===== config.mk =====
export PLATFORM = sky130hd
export DESIGN_NAME = pseq_engine
export DESIGN_NICKNAME = d
export VERILOG_FILES = /design/src/rtl/pseq_pkg.sv /design/src/rtl/pseq_store.sv /design/src/rtl/pseq_pend.sv /design/src/rtl/pseq_delay.sv /design/src/rtl/pseq_engine.sv
export SDC_FILE = /design/constraint.sdc
export NUM_CORES = 2
export LEC_CHECK = 0
export ABC_AREA = 1
export BUFFER_PORTS_ARGS = -buffer_cell sky130_fd_sc_hd__clkbuf_2
export CORE_UTILIZATION = 45
export CTS_CLUSTER_DIAMETER = 80
export CTS_CLUSTER_SIZE = 25
export DETAILED_ROUTE_END_ITERATION = 10
export GPL_TIMING_DRIVEN = 1
export SYNTH_ARGS = -nofsm -noshare
export SYNTH_HDL_FRONTEND = slang
export SYNTH_HIERARCHICAL = 1
export SYNTH_SLANG_ARGS = --single-unit

===== constraint.sdc =====
create_clock -name clk -period 5.3 [get_ports clk]
set_clock_uncertainty 0.15 [all_clocks]
set_input_delay 0.795 -clock clk [delete_from_list [all_inputs] [get_ports clk]]
set_output_delay 0.795 -clock clk [all_outputs]
set_load 0.05 [all_outputs]

===== src/rtl/pseq_pkg.sv =====
package pseq_pkg;
  localparam int BYTE_W   = 8;
  localparam int NUM_EV   = 4;
  localparam int SEL_W    = 3;
  localparam int INS_BYTES = 4;

  localparam logic [SEL_W-1:0] HSEL_ADDR = 3'd0;
  localparam logic [SEL_W-1:0] HSEL_DATA = 3'd1;
  localparam int               HSEL_PTR0 = 2;

  typedef enum logic [2:0] {
    SQ_IDLE,
    SQ_FETCH,
    SQ_ISSUE,
    SQ_WAIT,
    SQ_NEXT
  } sq_state_t;
endpackage


===== src/rtl/pseq_store.sv =====
module pseq_store
  import pseq_pkg::*;
#(
  parameter int IDX_W = 6
) (
  input  logic                              clk,
  input  logic                              rst_n,
  input  logic                              host_wr,
  input  logic [SEL_W-1:0]                  host_sel,
  input  logic [BYTE_W-1:0]                 host_wdata,
  input  logic [IDX_W+1:0]                  rd_addr,
  output logic [BYTE_W-1:0]                 rd_byte,
  output logic [NUM_EV-1:0][IDX_W-1:0]      entry
);
  localparam int AW    = IDX_W + 2;
  localparam int DEPTH = 1 << AW;
  localparam logic [IDX_W-1:0] TERM = {IDX_W{1'b1}};

  logic [AW-1:0]     waddr_q;
  logic [BYTE_W-1:0] mem [DEPTH];

  always_ff @(posedge clk or negedge rst_n) begin
    if (!rst_n) begin
      waddr_q <= '0;
    end else if (host_wr && host_sel == HSEL_ADDR) begin
      waddr_q <= AW'(host_wdata);
    end
  end

  always_ff @(posedge clk) begin
    if (host_wr && host_sel == HSEL_DATA) begin
      mem[waddr_q] <= host_wdata;
    end
  end

  assign rd_byte = mem[rd_addr];

  for (genvar g = 0; g < NUM_EV; g++) begin : g_entry
    always_ff @(posedge clk or negedge rst_n) begin
      if (!rst_n) begin
        entry[g] <= TERM;
      end else if (host_wr && host_sel == SEL_W'(HSEL_PTR0 + g)) begin
        entry[g] <= host_wdata[IDX_W-1:0];
      end
    end
  end
endmodule


===== src/rtl/pseq_pend.sv =====
module pseq_pend #(
  parameter int NUM = 4,
  parameter int PW  = (NUM > 1) ? $clog2(NUM) : 1
) (
  input  logic           clk,
  input  logic           rst_n,
  input  logic [NUM-1:0] evt,
  input  logic           take,
  output logic           any,
  output logic [PW-1:0]  pick
);
  logic [NUM-1:0] pend_q;
  logic [NUM-1:0] onehot;

  always_comb begin
    pick   = '0;
    onehot = '0;
    for (int i = NUM - 1; i >= 0; i--) begin
      if (pend_q[i]) begin
        pick   = PW'(i);
        onehot = NUM'(1) << i;
      end
    end
  end

  assign any = |pend_q;

  always_ff @(posedge clk or negedge rst_n) begin
    if (!rst_n) begin
      pend_q <= '0;
    end else begin
      pend_q <= (pend_q & ~(take ? onehot : '0)) | evt;
    end
  end
endmodule


===== src/rtl/pseq_delay.sv =====
module pseq_delay #(
  parameter int DLY_W = 8
) (
  input  logic             clk,
  input  logic             rst_n,
  input  logic             load,
  input  logic [DLY_W-1:0] load_val,
  input  logic             tick,
  output logic [DLY_W-1:0] cnt,
  output logic             done
);
  always_ff @(posedge clk or negedge rst_n) begin
    if (!rst_n) begin
      cnt <= '0;
    end else if (load) begin
      cnt <= load_val;
    end else if (tick && cnt != '0) begin
      cnt <= cnt - 1'b1;
    end
  end

  assign done = tick && (cnt == DLY_W'(1));
endmodule


===== src/rtl/pseq_engine.sv =====
module pseq_engine
  import pseq_pkg::*;
#(
  parameter int IDX_W = 6
) (
  input  logic        clk,
  input  logic        rst_n,
  input  logic        host_wr,
  input  logic [2:0]  host_sel,
  input  logic [7:0]  host_wdata,
  input  logic        tick,
  input  logic [3:0]  evt,
  output logic        msg_valid,
  input  logic        msg_ready,
  output logic [15:0] msg_data,
  output logic        busy
);
  localparam int PW = $clog2(NUM_EV);
  localparam int BW = $clog2(INS_BYTES);
  localparam logic [IDX_W-1:0] TERM = {IDX_W{1'b1}};

  sq_state_t                   state_q;
  logic [IDX_W-1:0]            ptr_q;
  logic [BW-1:0]               bsel_q;
  logic [BYTE_W-1:0]           ins_q [INS_BYTES];
  logic [BYTE_W-1:0]           rd_byte;
  logic [NUM_EV-1:0][IDX_W-1:0] entry;
  logic                        pend_any;
  logic [PW-1:0]               pick;
  logic                        take;
  logic [IDX_W-1:0]            sel_entry;
  logic [IDX_W-1:0]            nxt_idx;
  logic                        dly_load;
  logic                        dly_done;
  logic [BYTE_W-1:0]           dly_cnt;

  pseq_store #(.IDX_W(IDX_W)) u_store (
    .clk        (clk),
    .rst_n      (rst_n),
    .host_wr    (host_wr),
    .host_sel   (host_sel),
    .host_wdata (host_wdata),
    .rd_addr    ({ptr_q, bsel_q}),
    .rd_byte    (rd_byte),
    .entry      (entry)
  );

  pseq_pend #(.NUM(NUM_EV), .PW(PW)) u_pend (
    .clk   (clk),
    .rst_n (rst_n),
    .evt   (evt),
    .take  (take),
    .any   (pend_any),
    .pick  (pick)
  );

  pseq_delay #(.DLY_W(BYTE_W)) u_delay (
    .clk      (clk),
    .rst_n    (rst_n),
    .load     (dly_load),
    .load_val (ins_q[2]),
    .tick     (tick),
    .cnt      (dly_cnt),
    .done     (dly_done)
  );

  assign take      = (state_q == SQ_IDLE) && pend_any;
  assign sel_entry = entry[pick];
  assign nxt_idx   = ins_q[3][IDX_W-1:0];
  assign dly_load  = (state_q == SQ_ISSUE) && msg_ready && (ins_q[2] != '0);

  always_ff @(posedge clk or negedge rst_n) begin
    if (!rst_n) begin
      state_q <= SQ_IDLE;
      ptr_q   <= '0;
      bsel_q  <= '0;
      for (int i = 0; i < INS_BYTES; i++) ins_q[i] <= '0;
    end else begin
      unique case (state_q)
        SQ_IDLE: begin
          if (take && sel_entry != TERM) begin
            ptr_q   <= sel_entry;
            bsel_q  <= '0;
            state_q <= SQ_FETCH;
          end
        end
        SQ_FETCH: begin
          ins_q[bsel_q] <= rd_byte;
          bsel_q        <= bsel_q + 1'b1;
          if (bsel_q == BW'(INS_BYTES - 1)) state_q <= SQ_ISSUE;
        end
        SQ_ISSUE: begin
          if (msg_ready) state_q <= (ins_q[2] == '0) ? SQ_NEXT : SQ_WAIT;
        end
        SQ_WAIT: begin
          if (dly_done) state_q <= SQ_NEXT;
        end
        SQ_NEXT: begin
          if (nxt_idx == TERM) begin
            state_q <= SQ_IDLE;
          end else begin
            ptr_q   <= nxt_idx;
            bsel_q  <= '0;
            state_q <= SQ_FETCH;
          end
        end
        default: state_q <= SQ_IDLE;
      endcase
    end
  end

  assign busy      = (state_q != SQ_IDLE);
  assign msg_valid = (state_q == SQ_ISSUE);
  assign msg_data  = {ins_q[0], ins_q[1]};
endmodule


# Word level (Yosys, flattened, before mapping)
# Memory sizes are Yosys's and may differ from the RTL's.
# Index checks and enable logic that the tools add are counted.
dict set report word_totals {
  rom_bits 0
  regBits 87
  input_bits 20
  elab_cells 99
  memories 1
  output_inout_bits 18
  latch_bits 0
  ramBits 2048
}
# memory words width read_ports rd_clocked_by_memory_dff wr line_no
set memory_table {}
lappend memory_table {u_store.mem 256 8 1 0 1 pseq_store.sv:20} ;# logic [BYTE_W-1:0] mem [DEPTH];
dict set report op_classes {
  mul 0
  reduce_logical 26
  eq_ne 18
  shifts 0
  n_mux 31
  n_addsub 2
  n_bitwise 4
  n_div 0
  n_lt_le_gt_ge 3
}
# op n
set ops {}
lappend ops {{bitwise mux 32 bit} 1}
lappend ops {{two-way mux 8 bit} 3}
lappend ops {{two-way mux 4 bit} 5}
lappend ops {{two-way mux 6 bit} 3}
lappend ops {{demux 8 bit (select 2 bit)} 1}
lappend ops {{nonzero test 8 bit} 2}
lappend ops {{two-way mux 3 bit} 5}
lappend ops {{case mux 3 bit (5 select lines)} 1}
lappend ops {{logical AND 1 bit} 13}
lappend ops {{binary-select mux 6 bit (select 2 bit)} 1}
lappend ops {{equality test 3 x 2 -> 1 bit (second input constant)} 4}
lappend ops {{two-way mux 2 bit} 6}
lappend ops {{case mux 6 bit (2 select lines)} 1}
lappend ops {{equality test 3 bit (second input constant)} 3}
lappend ops {{equality test 8 x 1 -> 1 bit (second input constant)} 1}
lappend ops {{zero test 8 bit} 1}
lappend ops {{subtractor 8 x 1 -> 8 bit (second input constant)} 1}
lappend ops {{equality test 3 x 1 -> 1 bit (second input constant)} 2}
lappend ops {{equality test 6 bit (second input constant)} 1}
lappend ops {{zero test 3 bit} 2}
lappend ops {{!= test 2 bit (second input constant)} 3}
lappend ops {{!= test 6 bit (second input constant)} 1}
lappend ops {{case mux 2 bit (3 select lines)} 1}
lappend ops {{AND reduction 3 bit} 2}
lappend ops {{15 further kinds} 20}

# Logic depth before layout (Yosys ltp)
dict set report logic_depth {
  word_depth 10
  depth_mapped 17
  mapped_depth_nobuf 14
}

# Cells and area by module
# The synthesis kept the hierarchy.
# module cells_each seq_area_each_um2 area_each_um2 n_inst
set by_module_without_submodules {}
lappend by_module_without_submodules {pseq_store 7113 62329.8 84564.9 1}
lappend by_module_without_submodules {pseq_engine 277 1026.0 2135.8 1}
lappend by_module_without_submodules {pseq_delay 90 200.2 634.4 1}
lappend by_module_without_submodules {pseq_pend 22 100.1 187.7 1}

# Worst setup path after synthesis
# No wires, ideal clock.
dict set report synth_timing {
  path_type {input port to flip-flop}
  start {input port host_sel[0]}
  end {memory u_store.mem[105][0], enable pin}
  setup_ns 0.370
  required_ns 4.780
  n_path_buf 2
  path_slack_ns 2.624
  arrival_time_ns 2.155
  cell_stages 6
  path_cell_list {inv_1 -> nor4_4 -> buf_2 -> nand2_1 -> buf_2 -> nor2_1}
}
dict set report synth_via {
  elab_chain_cells 4
}
# item line_no
set synth_lines {}
lappend synth_lines {{from (decl)} pseq_engine.sv:9} ;# input logic [2:0] host_sel,
lappend synth_lines {{equality test 3 x 1 -> 1 bit} pseq_store.sv:31} ;# if (host_wr && host_sel == HSEL_DATA) begin
lappend synth_lines {{logical AND 1 bit} pseq_store.sv:31}
lappend synth_lines {{two-way mux 1 bit} pseq_store.sv:31}
lappend synth_lines {{two-way mux 1 bit (not written as such)} pseq_store.sv:32} ;# mem[waddr_q] <= host_wdata;
lappend synth_lines {{to (decl)} pseq_store.sv:20}
# No other way between the ends.

# Final worst setup path
dict set report layout_timing {
  start {register bsel_q[0]}
  end {register ins_q[15] in the netlist's numbering}
}
dict set report layout_via {
  elab_cells_between_ends 8
  cone_classes {2 x order compare; 3 x mux; 1 x bitwise; 1 x reduce/logical; 1 x memory}
}
# item line_no
set layout_lines {}
lappend layout_lines {{from (decl)} pseq_engine.sv:24} ;# logic [BW-1:0] bsel_q;
lappend layout_lines {{from (signal assigned)} pseq_engine.sv:89} ;# bsel_q <= bsel_q + 1'b1;
lappend layout_lines {{memory (256 x 8 bit)} n/a}
lappend layout_lines {{via rd_byte[7]} pseq_engine.sv:26} ;# logic [BYTE_W-1:0] rd_byte;
lappend layout_lines {{bitwise mux 32 bit} pseq_engine.sv:88} ;# ins_q[bsel_q] <= rd_byte;
lappend layout_lines {{to (signal, indexed assignment)} pseq_engine.sv:88}
lappend layout_lines {{to (decl)} pseq_engine.sv:25} ;# logic [BYTE_W-1:0] ins_q [INS_BYTES];
# The timed path passes the listed nets, and every way through them passes these cells.
# A chain may end at the register's enable or synchronous reset.

==> flow_metrics.py <==
metrics = {
    "min_path": {
        "min_path_cells": 2,
        "min_to": "u_pend/pend_q[2]",
        "hold_start": "evt[2]",
        "hp-class": "input pin to flip-flop",
    },
    "timing": {
        "slew_headroom": 0.1454,
        "post-route-min-period_ns": 4.096,
        "clock.fmax_mhz": 244.1,
        "holdWs_ns": 0.06691,
        "setup_tns_ns": 0,
        "hold_violations": 0,
        "drv_slew": 0,
        "tightest_slew_ns": 1.282,
        "setup_violations": 0,
        "grt_setup_unrepaired": "no",
        "fin_crit_sh": 0.7728,
    },
    "synth": {
        "ys.flop_type": "edfxtp_1",
        "ys_types": 32,
        "synthTopCellsByCount": "nand2_1, nand3_1, edfxtp_1",
        "synth_top_area_share": 0.7027,
        "async_flop_share": 0.03985,
        "yosys_register_bits": 2133,
        "synthCells": 7502,
        "mappedNetlistArea_sq_um": 87520,
        "syn_area_per_cell_sq_um": 11.67,
        "yosysMostFrequentCell": "nand2_1",
        "seq_area_frac_synth": 0.7273,
        "syn_nets": 7529,
        "synth-edff-count": 2048,
        "synth_warnings": 6,
        "synthTopCellsByArea": "edfxtp_1, nand3_1, nand2_1",
        "synth_top_area_cell": "edfxtp_1",
    },
    "setup_path": {
        "critPathTopFamily": "simple AND/OR/NAND/NOR gates",
        "r2r_cells": 14,
        "r2r-end": "ins_q[15]",
        "cp_slowest_stage_delay_ns": 0.65,
        "crit_arrival_ns": 4.65,
        "cp-start-kind": "flip-flop",
        "cp_cell_sequence": "inv_16 -> buf_12 -> nand2_1 -> nand3_1 -> nand3_1 -> nand3_1 -> nand3_1 -> nand3_1 -> nand3_1 -> nand2_1 -> nand2_1 -> nand2_1 -> inv_1 -> o21ai_0",
        "regToRegStartpoint": "bsel_q[0]",
        "crit_cells": 14,
        "worstPathMaxFanout": 140,
        "crit_type": "flip-flop to flip-flop",
        "critPathRequiredTime_ns": 5.85,
        "cp_common_cell": "nand3_1",
        "ff2ff_setup_slack_ns": 1.20,
        "worstSetupEndpointType": "flip-flop",
        "crit_buf_inv": 3,
        "cp_slowest_cell": "dfrtp_4",
    },
    "flow_run": {
        "maxCapViolations": 0,
    },
    "global_routing": {
        "grt_max_degree": 225,
        "grt_pass1_wl_mm": 352.5,
        "grtUsageTotal": 0.2397,
        "grt.overflow.total": 0,
        "antenna_found_initial": 4,
        "grt_pass1_vias": 53980,
    },
    "final_layout": {
        "drive_above_1_share": 0.05363,
        "areaGrowthSynthToFinish_pct": 6.410,
        "fillers": 17000,
        "finish.utilization": 0.4831,
        "nNetsFinal": 7278,
    },
    "routing": {
        "antenna_left": 0,
        "wl_met3_mm": 19.31,
        "wirelength_mm": 238.9,
        "dr_total_vias": 56680,
        "wire_per_inst_microns": 24.24,
        "wl_met1_mm": 100.8,
        "drc_errors": 1,
        "met2_length_mm": 111.8,
        "top_layer_used": "met4",
        "first_iter_violations": 7183,
        "dr.pass1.iters": 9,
        "vias_per_cell": 5.752,
    },
    "floorplanning": {
        "coreArea_sq_um": 192800,
        "ios": 38,
        "initial_core_util": 0.4540,
        "die_area_sq_um": 196300,
        "rows": 161,
        "die_h_microns": 443.0,
        "die_width_microns": 443.0,
    },
    "power": {
        "irDropWorstVdd_mv": 0.4746,
        "leakagePower_nw": 31.95,
        "pwr_density_cell_nw_per_um2": 450.3,
    },
    "outcome": {
        "failed_checks": "DRC",
        "outcome": "finished with violations",
    },
    "clock_network": {
        "cts_tree": "done",
        "postCtsSetupRepairBufs": 0,
        "cts-buffers-inserted": 112,
        "cts_root_buffer": "clkbuf_16",
        "clkTransAtPathRegs_ns": 0.10,
        "cts_max_level": 3,
        "clkLatencyLatePin_ns": 0.80,
        "clock_path_buffers": 3,
        "clock-sinks": 2133,
    },
    "placement": {
        "gp_congestion": 0.9050,
        "dpl.hpwl_mm": 137.7,
        "portBuffers": 37,
    },
}
-- layer usage --
metal | vias to the layer above | global-route usage
met3 | 354 | 0.03146
met2 | 2471 | 0.3821
met1 | 28020 | 0.3430
met5 | - | 0
li1 | 25840 | -
met4 | 0 | 0.07242
-- logic make-up after synthesis --
family | after synthesis | share of synthesized area
and+or+nand+nor | 4680 | 0.2311
DFF | 2133 | 0.7273
buffers and inverters | 596 | 0.03520
AOI/OAI and AO/OA | 84 | 0.005189
adders and majority gates | 7 | 0.001001
xor gates and xnor gates | 1 | 0.0001001
muxes | 1 | 0.0001287
-- stage by stage --
stage                     instances  total power [mW]  setup slack [ns]  area [sq um]
final                          9855             41.94             1.204         93130
after global routing           9855             43.74             1.024         93130
after CTS                      9854             41.93             1.361         93130
after detailed placement       9661             32.23             1.213         89520
after global placement         9661             32.15             1.254         89520
after floorplan                7502             28.08             2.624         87520
-- worst max-delay path by stage --
stage | from | end | slack [ns]
finish | bsel_q[0] | ins_q[15] | 1.20
global route | bsel_q[0] | ins_q[2] | 1.02
CTS | bsel_q[0] | ins_q[5] | 1.36
detailed placement | host_sel[1] | u_store/mem[75][1] | 1.21
global placement | host_sel[0] | u_store/mem[139][6] | 1.25
floorplan | host_sel[0] | u_store/mem[105][0] | 2.62
-- cell usage in the layout, fill, tap and decap left out, types with 4 or more instances in the layout --
cell type,count
clkinv_2,9
nor3_1,5
ha_1,7
o21ai_2,4
inv_8,14
buf_4,74
dfrtp_4,4
edfxtp_1,2048
o21ai_0,73
inv_6,22
nor2_1,307
clkinv_4,4
buf_12,35
dfrtp_1,55
buf_8,8
nand2_2,15
dfstp_2,24
clkinvlp_4,7
inv_16,4
nand3_1,2058
bufinv_16,4
clkbuf_16,113
inv_1,78
clkbuf_1,6
clkbuf_2,28
nand2_1,2282
clkinv_1,4
inv_4,4
-- registers in the layout (all words and copies together), names as in the netlist --
name / count
msg_data: 16
bsel_q: 2
u_store/waddr_q: 8
u_delay/cnt: 8
ins_q: 14
u_store/entry: 24
state_q: 3
u_pend/pend_q: 4
u_store/mem: 2048
ptr_q: 6
-- layout make-up --
class | instances | area (sq um) | area share
inverter | 84 | 349.1 | 0.003748
antenna | 1 | 2.502 | 0.00002687
timing repair buffer | 147 | 1536 | 0.01650
tap | 2526 | 3161 | 0.03394
sequential | 2133 | 63670 | 0.6837
multi-input combinational | 4773 | 20820 | 0.2236
clock buffer | 119 | 2850 | 0.03060
clock inverter | 72 | 739.5 | 0.007940
-- power by group --
group,total [mW],internal [mW],switching [mW]
sequential,19.0,18.7,0.268
combinational,13.1,3.37,9.75
clock,9.86,4.27,5.59
total,41.9,26.3,15.6
-- what timing repair did --
item	CTS	global route
gates resized for setup	0	0
hold endpoints to repair	36	0
hold buffers	2	0
(Power assumes the default switching activity.)
